$ cat config.mk
export PLATFORM = sky130hd
export DESIGN_NAME = pair_tlb
export DESIGN_NICKNAME = d
export VERILOG_FILES = /design/src/rtl/pair_tlb_pkg.sv /design/src/rtl/pair_tlb_repl.sv /design/src/rtl/pair_tlb_store.sv /design/src/rtl/pair_tlb_xlate.sv /design/src/rtl/pair_tlb.sv
export SDC_FILE = /design/constraint.sdc
export NUM_CORES = 2
export LEC_CHECK = 0
export ABC_AREA = 1
export BUFFER_PORTS_ARGS = -buffer_cell sky130_fd_sc_hd__buf_2
export CAP_MARGIN = 20
export CORE_MARGIN = 2
export CORE_UTILIZATION = 28
export DETAILED_ROUTE_END_ITERATION = 10
export PLACE_DENSITY_LB_ADDON = 0.12
export SYNTH_ARGS = -nofsm -noshare
export SYNTH_HDL_FRONTEND = slang
export SYNTH_HIERARCHICAL = 1
export SYNTH_SLANG_ARGS = --single-unit
export TNS_END_PERCENT = 50
$ cat constraint.sdc
create_clock -name clk -period 2.6 [get_ports clk]
set_clock_uncertainty 0.05 [all_clocks]
set_input_delay 0.13 -clock clk [delete_from_list [all_inputs] [get_ports clk]]
set_output_delay 0.13 -clock clk [all_outputs]
set_load 0.01 [all_outputs]
$ cat src/rtl/pair_tlb_pkg.sv
package pair_tlb_pkg;

  localparam int VA_W     = 32;
  localparam int PG_SHIFT = 12;
  localparam int PFN_W    = VA_W - PG_SHIFT;
  localparam int VPN2_W   = VA_W - PG_SHIFT - 1;
  localparam int MASK_W   = 8;
  localparam int SPAN_W   = $clog2(MASK_W + 1);
  localparam int POS_W    = $clog2(VA_W);

  localparam logic [2:0] CCA_UNCACHED = 3'b010;

  // one half of a page pair
  typedef struct packed {
    logic [PFN_W-1:0] pfn;
    logic [2:0]       cca;
    logic             dirty;
    logic             valid;
  } half_t;

  typedef enum logic [1:0] {
    FLT_NONE     = 2'b00,
    FLT_MISS     = 2'b01,
    FLT_INVALID  = 2'b10,
    FLT_MODIFIED = 2'b11
  } fault_e;

  // number of set bits in a page mask = extra offset bits beyond 4 KB
  function automatic logic [SPAN_W-1:0] mask_span(input logic [MASK_W-1:0] m);
    logic [SPAN_W-1:0] n;
    n = '0;
    for (int i = 0; i < MASK_W; i++) begin
      if (m[i]) n = n + 1'b1;
    end
    return n;
  endfunction

endpackage

$ cat src/rtl/pair_tlb_repl.sv
module pair_tlb_repl #(
  parameter  int ENTRIES = 16,
  localparam int IDX_W   = $clog2(ENTRIES)
) (
  input  logic             clk,
  input  logic             rst_n,
  input  logic [IDX_W-1:0] rsv_count,
  output logic [IDX_W-1:0] ptr
);

  localparam logic [IDX_W-1:0] LAST = IDX_W'(ENTRIES - 1);

  logic [IDX_W-1:0] floor_v;
  logic [IDX_W-1:0] ptr_nxt;
  logic             ptr_en;

  always_comb begin
    floor_v = (rsv_count > LAST) ? LAST : rsv_count;
    ptr_en  = 1'b1;
    if ((ptr < floor_v) || (ptr >= LAST)) ptr_nxt = floor_v;
    else                                  ptr_nxt = ptr + 1'b1;
  end

  always_ff @(posedge clk or negedge rst_n) begin
    if (!rst_n)      ptr <= '0;
    else if (ptr_en) ptr <= ptr_nxt;
  end

endmodule

$ cat src/rtl/pair_tlb_store.sv
module pair_tlb_store
  import pair_tlb_pkg::*;
#(
  parameter  int ENTRIES = 16,
  parameter  int ASID_W  = 8,
  localparam int IDX_W   = $clog2(ENTRIES)
) (
  input  logic              clk,
  input  logic              rst_n,
  input  logic              wr_en,
  input  logic              wr_rand,
  input  logic [IDX_W-1:0]  wr_index,
  input  logic [IDX_W-1:0]  rep_idx,
  input  logic [MASK_W-1:0] wr_mask,
  input  logic [VPN2_W-1:0] wr_vpn2,
  input  logic [ASID_W-1:0] wr_asid,
  input  half_t             wr_lo0,
  input  half_t             wr_lo1,
  input  logic              wr_g0,
  input  logic              wr_g1,
  output logic              busy,
  input  logic [VPN2_W-1:0] lk_vpn2,
  input  logic [ASID_W-1:0] lk_asid,
  output logic              sel_hit,
  output logic [MASK_W-1:0] sel_mask,
  output half_t             sel_even,
  output half_t             sel_odd
);

  // ---------------- staging register ----------------
  logic              stg_vld_q, stg_vld_d;
  logic              accept;
  logic [IDX_W-1:0]  stg_idx_q;
  logic [MASK_W-1:0] stg_mask_q;
  logic [VPN2_W-1:0] stg_vpn2_q;
  logic [ASID_W-1:0] stg_asid_q;
  logic              stg_g_q;
  half_t             stg_lo0_q, stg_lo1_q;

  always_comb begin
    accept    = wr_en && !stg_vld_q;
    stg_vld_d = accept;
  end

  always_ff @(posedge clk or negedge rst_n) begin
    if (!rst_n) stg_vld_q <= 1'b0;
    else        stg_vld_q <= stg_vld_d;
  end

  always_ff @(posedge clk) begin
    if (accept) begin
      stg_idx_q  <= wr_rand ? rep_idx : wr_index;
      stg_mask_q <= wr_mask;
      stg_vpn2_q <= wr_vpn2;
      stg_asid_q <= wr_asid;
      stg_g_q    <= wr_g0 & wr_g1;
      stg_lo0_q  <= wr_lo0;
      stg_lo1_q  <= wr_lo1;
    end
  end

  assign busy = stg_vld_q;

  // ---------------- entry array ----------------
  logic [ENTRIES-1:0] match;
  logic [MASK_W-1:0]  ent_mask [ENTRIES];
  half_t              ent_lo0  [ENTRIES];
  half_t              ent_lo1  [ENTRIES];

  for (genvar g = 0; g < ENTRIES; g++) begin : g_ent
    logic              live_q;
    logic [MASK_W-1:0] mask_q;
    logic [VPN2_W-1:0] vpn2_q;
    logic [ASID_W-1:0] asid_q;
    logic              glob_q;
    half_t             lo0_q, lo1_q;
    logic              we;
    logic [VPN2_W-1:0] care;

    assign we = stg_vld_q && (stg_idx_q == IDX_W'(g));

    always_ff @(posedge clk or negedge rst_n) begin
      if (!rst_n)  live_q <= 1'b0;
      else if (we) live_q <= 1'b1;
    end

    always_ff @(posedge clk) begin
      if (we) begin
        mask_q <= stg_mask_q;
        vpn2_q <= stg_vpn2_q;
        asid_q <= stg_asid_q;
        glob_q <= stg_g_q;
        lo0_q  <= stg_lo0_q;
        lo1_q  <= stg_lo1_q;
      end
    end

    assign care = ~{{(VPN2_W-MASK_W){1'b0}}, mask_q};
    assign match[g] = live_q
                    && (((vpn2_q ^ lk_vpn2) & care) == '0)
                    && (glob_q || (asid_q == lk_asid));
    assign ent_mask[g] = mask_q;
    assign ent_lo0[g]  = lo0_q;
    assign ent_lo1[g]  = lo1_q;
  end

  // lowest-numbered matching row wins
  always_comb begin
    sel_hit  = 1'b0;
    sel_mask = '0;
    sel_even = '0;
    sel_odd  = '0;
    for (int i = ENTRIES - 1; i >= 0; i--) begin
      if (match[i]) begin
        sel_hit  = 1'b1;
        sel_mask = ent_mask[i];
        sel_even = ent_lo0[i];
        sel_odd  = ent_lo1[i];
      end
    end
  end

endmodule

$ cat src/rtl/pair_tlb_xlate.sv
module pair_tlb_xlate
  import pair_tlb_pkg::*;
(
  input  logic              clk,
  input  logic              rst_n,
  input  logic              lk_valid,
  input  logic [VA_W-1:0]   lk_va,
  input  logic              lk_store,
  input  logic              sel_hit,
  input  logic [MASK_W-1:0] sel_mask,
  input  half_t             sel_even,
  input  half_t             sel_odd,
  output logic              rsp_valid,
  output logic              rsp_hit,
  output logic [1:0]        rsp_fault,
  output logic [VA_W-1:0]   rsp_pa,
  output logic [2:0]        rsp_cca,
  output logic              rsp_uncached
);

  logic [SPAN_W-1:0] span;
  logic [POS_W-1:0]  sel_pos;
  logic              odd;
  half_t             half;
  logic [PFN_W-1:0]  off_mask;
  logic [PFN_W-1:0]  frame;
  fault_e            fault_d;
  logic              valid_d, hit_d, unc_d;
  logic [VA_W-1:0]   pa_d;

  always_comb begin
    span     = mask_span(sel_mask);
    sel_pos  = POS_W'(PG_SHIFT) + POS_W'(span);
    odd      = lk_va[sel_pos];
    half     = odd ? sel_odd : sel_even;
    off_mask = (PFN_W'(1) << span) - PFN_W'(1);
    frame    = (half.pfn & ~off_mask) | (lk_va[VA_W-1:PG_SHIFT] & off_mask);
    pa_d     = {frame, lk_va[PG_SHIFT-1:0]};

    if (!sel_hit)                     fault_d = FLT_MISS;
    else if (!half.valid)             fault_d = FLT_INVALID;
    else if (lk_store && !half.dirty) fault_d = FLT_MODIFIED;
    else                              fault_d = FLT_NONE;

    hit_d   = (fault_d == FLT_NONE);
    unc_d   = (half.cca == CCA_UNCACHED);
    valid_d = lk_valid;
  end

  always_ff @(posedge clk or negedge rst_n) begin
    if (!rst_n) begin
      rsp_valid    <= 1'b0;
      rsp_hit      <= 1'b0;
      rsp_fault    <= FLT_NONE;
      rsp_pa       <= '0;
      rsp_cca      <= '0;
      rsp_uncached <= 1'b0;
    end else begin
      rsp_valid <= valid_d;
      if (lk_valid) begin
        rsp_hit      <= hit_d;
        rsp_fault    <= fault_d;
        rsp_pa       <= pa_d;
        rsp_cca      <= half.cca;
        rsp_uncached <= unc_d;
      end
    end
  end

endmodule

$ cat src/rtl/pair_tlb.sv
module pair_tlb
  import pair_tlb_pkg::*;
#(
  parameter  int ENTRIES = 16,
  parameter  int ASID_W  = 8,
  localparam int IDX_W   = $clog2(ENTRIES)
) (
  input  logic              clk,
  input  logic              rst_n,
  input  logic [IDX_W-1:0]  rsv_count,
  input  logic              wr_en,
  input  logic              wr_rand,
  input  logic [IDX_W-1:0]  wr_index,
  input  logic [MASK_W-1:0] wr_mask,
  input  logic [VPN2_W-1:0] wr_vpn2,
  input  logic [ASID_W-1:0] wr_asid,
  input  logic [PFN_W-1:0]  wr_pfn0,
  input  logic [2:0]        wr_cca0,
  input  logic              wr_dirty0,
  input  logic              wr_valid0,
  input  logic              wr_glob0,
  input  logic [PFN_W-1:0]  wr_pfn1,
  input  logic [2:0]        wr_cca1,
  input  logic              wr_dirty1,
  input  logic              wr_valid1,
  input  logic              wr_glob1,
  output logic              busy,
  input  logic              lk_valid,
  input  logic [VA_W-1:0]   lk_va,
  input  logic [ASID_W-1:0] lk_asid,
  input  logic              lk_store,
  output logic              rsp_valid,
  output logic              rsp_hit,
  output logic [1:0]        rsp_fault,
  output logic [VA_W-1:0]   rsp_pa,
  output logic [2:0]        rsp_cca,
  output logic              rsp_uncached
);

  // reset: asserted asynchronously, released on the second clock edge
  logic [1:0] rst_pipe;
  logic       rst_s;

  always_ff @(posedge clk or negedge rst_n) begin
    if (!rst_n) rst_pipe <= '0;
    else        rst_pipe <= {rst_pipe[0], 1'b1};
  end
  assign rst_s = rst_pipe[1];

  logic [IDX_W-1:0]  rep_idx;
  half_t             lo0, lo1;
  logic              sel_hit;
  logic [MASK_W-1:0] sel_mask;
  half_t             sel_even, sel_odd;

  assign lo0 = '{pfn: wr_pfn0, cca: wr_cca0, dirty: wr_dirty0, valid: wr_valid0};
  assign lo1 = '{pfn: wr_pfn1, cca: wr_cca1, dirty: wr_dirty1, valid: wr_valid1};

  pair_tlb_repl #(.ENTRIES(ENTRIES)) u_repl (
    .clk       (clk),
    .rst_n     (rst_s),
    .rsv_count (rsv_count),
    .ptr       (rep_idx)
  );

  pair_tlb_store #(.ENTRIES(ENTRIES), .ASID_W(ASID_W)) u_store (
    .clk      (clk),
    .rst_n    (rst_s),
    .wr_en    (wr_en),
    .wr_rand  (wr_rand),
    .wr_index (wr_index),
    .rep_idx  (rep_idx),
    .wr_mask  (wr_mask),
    .wr_vpn2  (wr_vpn2),
    .wr_asid  (wr_asid),
    .wr_lo0   (lo0),
    .wr_lo1   (lo1),
    .wr_g0    (wr_glob0),
    .wr_g1    (wr_glob1),
    .busy     (busy),
    .lk_vpn2  (lk_va[VA_W-1:PG_SHIFT+1]),
    .lk_asid  (lk_asid),
    .sel_hit  (sel_hit),
    .sel_mask (sel_mask),
    .sel_even (sel_even),
    .sel_odd  (sel_odd)
  );

  pair_tlb_xlate u_xlate (
    .clk          (clk),
    .rst_n        (rst_s),
    .lk_valid     (lk_valid),
    .lk_va        (lk_va),
    .lk_store     (lk_store),
    .sel_hit      (sel_hit),
    .sel_mask     (sel_mask),
    .sel_even     (sel_even),
    .sel_odd      (sel_odd),
    .rsp_valid    (rsp_valid),
    .rsp_hit      (rsp_hit),
    .rsp_fault    (rsp_fault),
    .rsp_pa       (rsp_pa),
    .rsp_cca      (rsp_cca),
    .rsp_uncached (rsp_uncached)
  );

endmodule

==> flow_summary.json <==
{
  "cts_buffer_depth": 3,
  "firstDrtPassIters": 6,
  "cts_tree": "yes",
  "io_pins": 182,
  "cts-root-buf": "clkbuf_16",
  "slew_headroom_pct": 22.1,
  "min_period_over_period_pct": 247,
  "cp_slowest_cell": "edfxtp_1",
  "required_ns": 3.31,
  "final_cell_mix": "edfxtp_1, nand2_1, inv_1, nor2_1, buf_4",
  "cap_viol_max_count": 0,
  "cts_htree_levels": 4,
  "setup-tns-final_ns": -101.22,
  "grt_pass1_wl_mm": 346,
  "drt_wl_total_mm": 246,
  "syn_to_final_growth_pct": 26.9,
  "synth_top_area_share_pct": 65.6,
  "cts.clk_slew.worst_paths_ns": 0.06,
  "yosysTopAreaCell": "edfxtp_1",
  "cp_top_family": "simple AND/OR/NAND/NOR gates",
  "vias": 47324,
  "synth_cell_types": 56,
  "vias_per_cell": 4.56,
  "grt_pass1_vias": 46203,
  "finish.utilization_pct": 35.8,
  "hold_class": "in -> reg",
  "p_leak_nw": 34.0,
  "synth.top_cells.by_area": "edfxtp_1, nand2_1, inv_1",
  "endpoint_kind": "flop",
  "wl_met1_mm": 113,
  "synth-seq-cells": 1529,
  "highest_layer": "met4",
  "antenna_found_initial": 36,
  "grt.total_usage_pct": 19.9,
  "slowest_delay_ns": 0.39,
  "fillCellCount": 23517,
  "clkLatencyLatePin_ns": 0.83,
  "die_x_um": 494,
  "gp_congestion": 0.868,
  "ys_seq_area_share_pct": 67.9,
  "final_max_slew_viol_count": 0,
  "worst-path-max-fanout": 5,
  "dp_hpwl_mm": 160,
  "arrival_ns": 7.14,
  "grt_max_degree": 57,
  "worst_pin_slew_ns": 1.17,
  "cts_sinks": 1529,
  "route.met3.wl_mm": 12.3,
  "initial_core_util_pct": 28.2,
  "violations": "negative setup slack",
  "synth_area_mm2": 0.0671,
  "rsz0062_at_grt": "yes",
  "postRouteAntennaNets": 0,
  "max_freq_mhz": 156,
  "drcViolationCount": 0,
  "critPathLaunchType": "flop",
  "yosysWarnings": 6,
  "dieArea_mm2": 0.244,
  "drt_iter0_markers": 4243,
  "synth_nets": 6245,
  "wl_per_cell_um": 23.7,
  "crit_path_frequent_cell": "ha_4",
  "finalCriticalPeriod_ns": 6.43,
  "wl_met2_mm": 114,
  "final_common_cell": "edfxtp_1",
  "holdWs_ns": 0.0276,
  "numCtsBuffers": 180,
  "power_density_mw_per_mm2": 653,
  "syn_inst": 6091,
  "grt_overflow": 0,
  "port_buffers": 181,
  "avgSynthCellArea_um2": 11.0,
  "setup_slack_ns": -3.83,
  "criticalPathCategory": "reg -> reg",
  "run_status": "finished with violations",
  "rows": 179,
  "peakVddDrop_v": 0.000662,
  "final_nets": 7221,
  "core_area_mm2": 0.238,
  "setup_violations": 27,
  "dieHeight_um": 494,
  "drive_gt1_share_pct": 19.4,
  "path_buf_inv": 13,
  "hold_violations": 0
}
## through the flow
stage / instance area [µm²] / total power [W] / std cells / setup WS [ns]
2_1_floorplan: 67600 / 0.0299 / 6091 / -3.65
3_3_place_gp: 76500 / 0.0315 / 9800 / -5.30
3_5_place_dp: 76500 / 0.0315 / 9801 / -4.68
4_1_cts: 84800 / 0.0564 / 10371 / -4.02
5_1_grt: 85200 / 0.0575 / 10385 / -4.21
6_report: 85200 / 0.0556 / 10387 / -3.83
## worst reg2reg max path, delay by kind of cell (launching register included)
kind	cells	cell delay (ns)
and+or+nand+nor	28	2.72
adders and majority gates	7	1.56
buffers and inverters	13	0.97
AOI/OAI and AO/OA	4	0.54
DFF	1	0.39
xor gates and xnor gates	1	0.11
## worst paths after layout
kind,from,endpoint,cells after the start,slack (ns)
max,u_store/g_ent[10].vpn2_q[15],u_xlate/rsp_pa[16],53,-3.83
min in group asynchronous,rst_n,rst_pipe[1],3,0.12
max reg2reg,u_store/g_ent[10].vpn2_q[15],u_xlate/rsp_pa[16],53,-3.83
max in group asynchronous,rst_pipe[1],u_store/g_ent[8].live_q,1,1.52
min,wr_pfn1[18],u_store/stg_lo1_q[23],2,0.03
min reg2reg,rst_pipe[1],u_xlate/rsp_pa[2],0,0.30
## logic make-up after synthesis
family | count (synthesis) | synth area share, %
and+or+nand+nor | 2772 | 17.5
DFF | 1529 | 67.9
buffers and inverters | 1028 | 6.56
AOI/OAI and AO/OA | 527 | 4.91
xor gates and xnor gates | 217 | 2.83
adders and majority gates | 13 | 0.242
muxes | 4 | 0.0671
other | 1 | 0.00559
## report_power, final
part	internal [W]	leakage [nW]	switching [W]	total, W
Sequential	0.0277	14.0	0.000591	0.0283
Clock	0.0139	2.74	0.0104	0.0242
Combinational	0.00129	17.2	0.00182	0.00311
## registers in the layout, summed over array words and instances, names as in the netlist, 3 cells and up
signal,cells
u_store/g_ent.glob_q,16
u_store/stg_idx_q,4
u_store/g_ent.mask_q,128
u_store/ent_lo1,400
u_xlate/rsp_pa,32
u_store/g_ent.live_q,16
u_store/g_ent.asid_q,128
u_store/stg_mask_q,8
u_store/stg_vpn2_q,19
u_store/stg_lo0_q,25
u_xlate/rsp_cca,3
u_store/stg_lo1_q,25
u_store/g_ent.vpn2_q,304
u_repl/ptr,4
u_store/ent_lo0,400
u_store/stg_asid_q,8
## per-layer routing
metal / global-route usage, % / vias to the layer above
li1: - / 22255
met1: 27.9 / 23488
met2: 32.4 / 1267
met3: 2.70 / 314
met4: 5.04 / 0
met5: 0 / -
## final cells by class
class / instances / area [µm²] / area share, %
tap: 3167 / 3960 / 4.65
multi-input combinational: 3536 / 18200 / 21.4
antenna: 6 / 15.0 / 0.0176
timing repair buffer: 1051 / 8950 / 10.5
clock buffer: 236 / 4890 / 5.74
clock inverter: 93 / 676 / 0.793
sequential: 1529 / 45600 / 53.5
inverter: 769 / 2900 / 3.41
## Yosys cell counts, drive strengths merged
| master | n |
|---|---|
| a21o | 1 |
| a21oi | 94 |
| xnor2 | 153 |
| a211oi | 5 |
| nand3 | 355 |
| nand3b | 81 |
| xor2 | 64 |
| o211ai | 32 |
| edfxtp | 1466 |
| o2111ai | 7 |
| o41ai | 4 |
| nor3 | 50 |
| or2 | 31 |
| clkbuf | 72 |
| conb | 1 |
| a2111oi | 1 |
| nand2 | 1507 |
| and3 | 1 |
| nand4 | 36 |
| clkinv | 28 |
| o21ai | 238 |
| a221oi | 1 |
| a31oi | 5 |
| mux2 | 4 |
| ha | 13 |
| o221ai | 2 |
| dfrtp | 63 |
| and2 | 2 |
| o21bai | 57 |
| nor4 | 20 |
| o22ai | 48 |
| nor2 | 689 |
| buf | 187 |
| inv | 741 |
| a22o | 32 |
## repair_timing
action	CTS	global route
setup buffers	16	12
pin swaps	50	60
hold buffers	223	0
endpoints found under the setup margin	27	30
cloned	2	0
resized for setup	74	79
hold endpoints to repair	220	0
No activity file was read; power rests on OpenSTA's default activity.
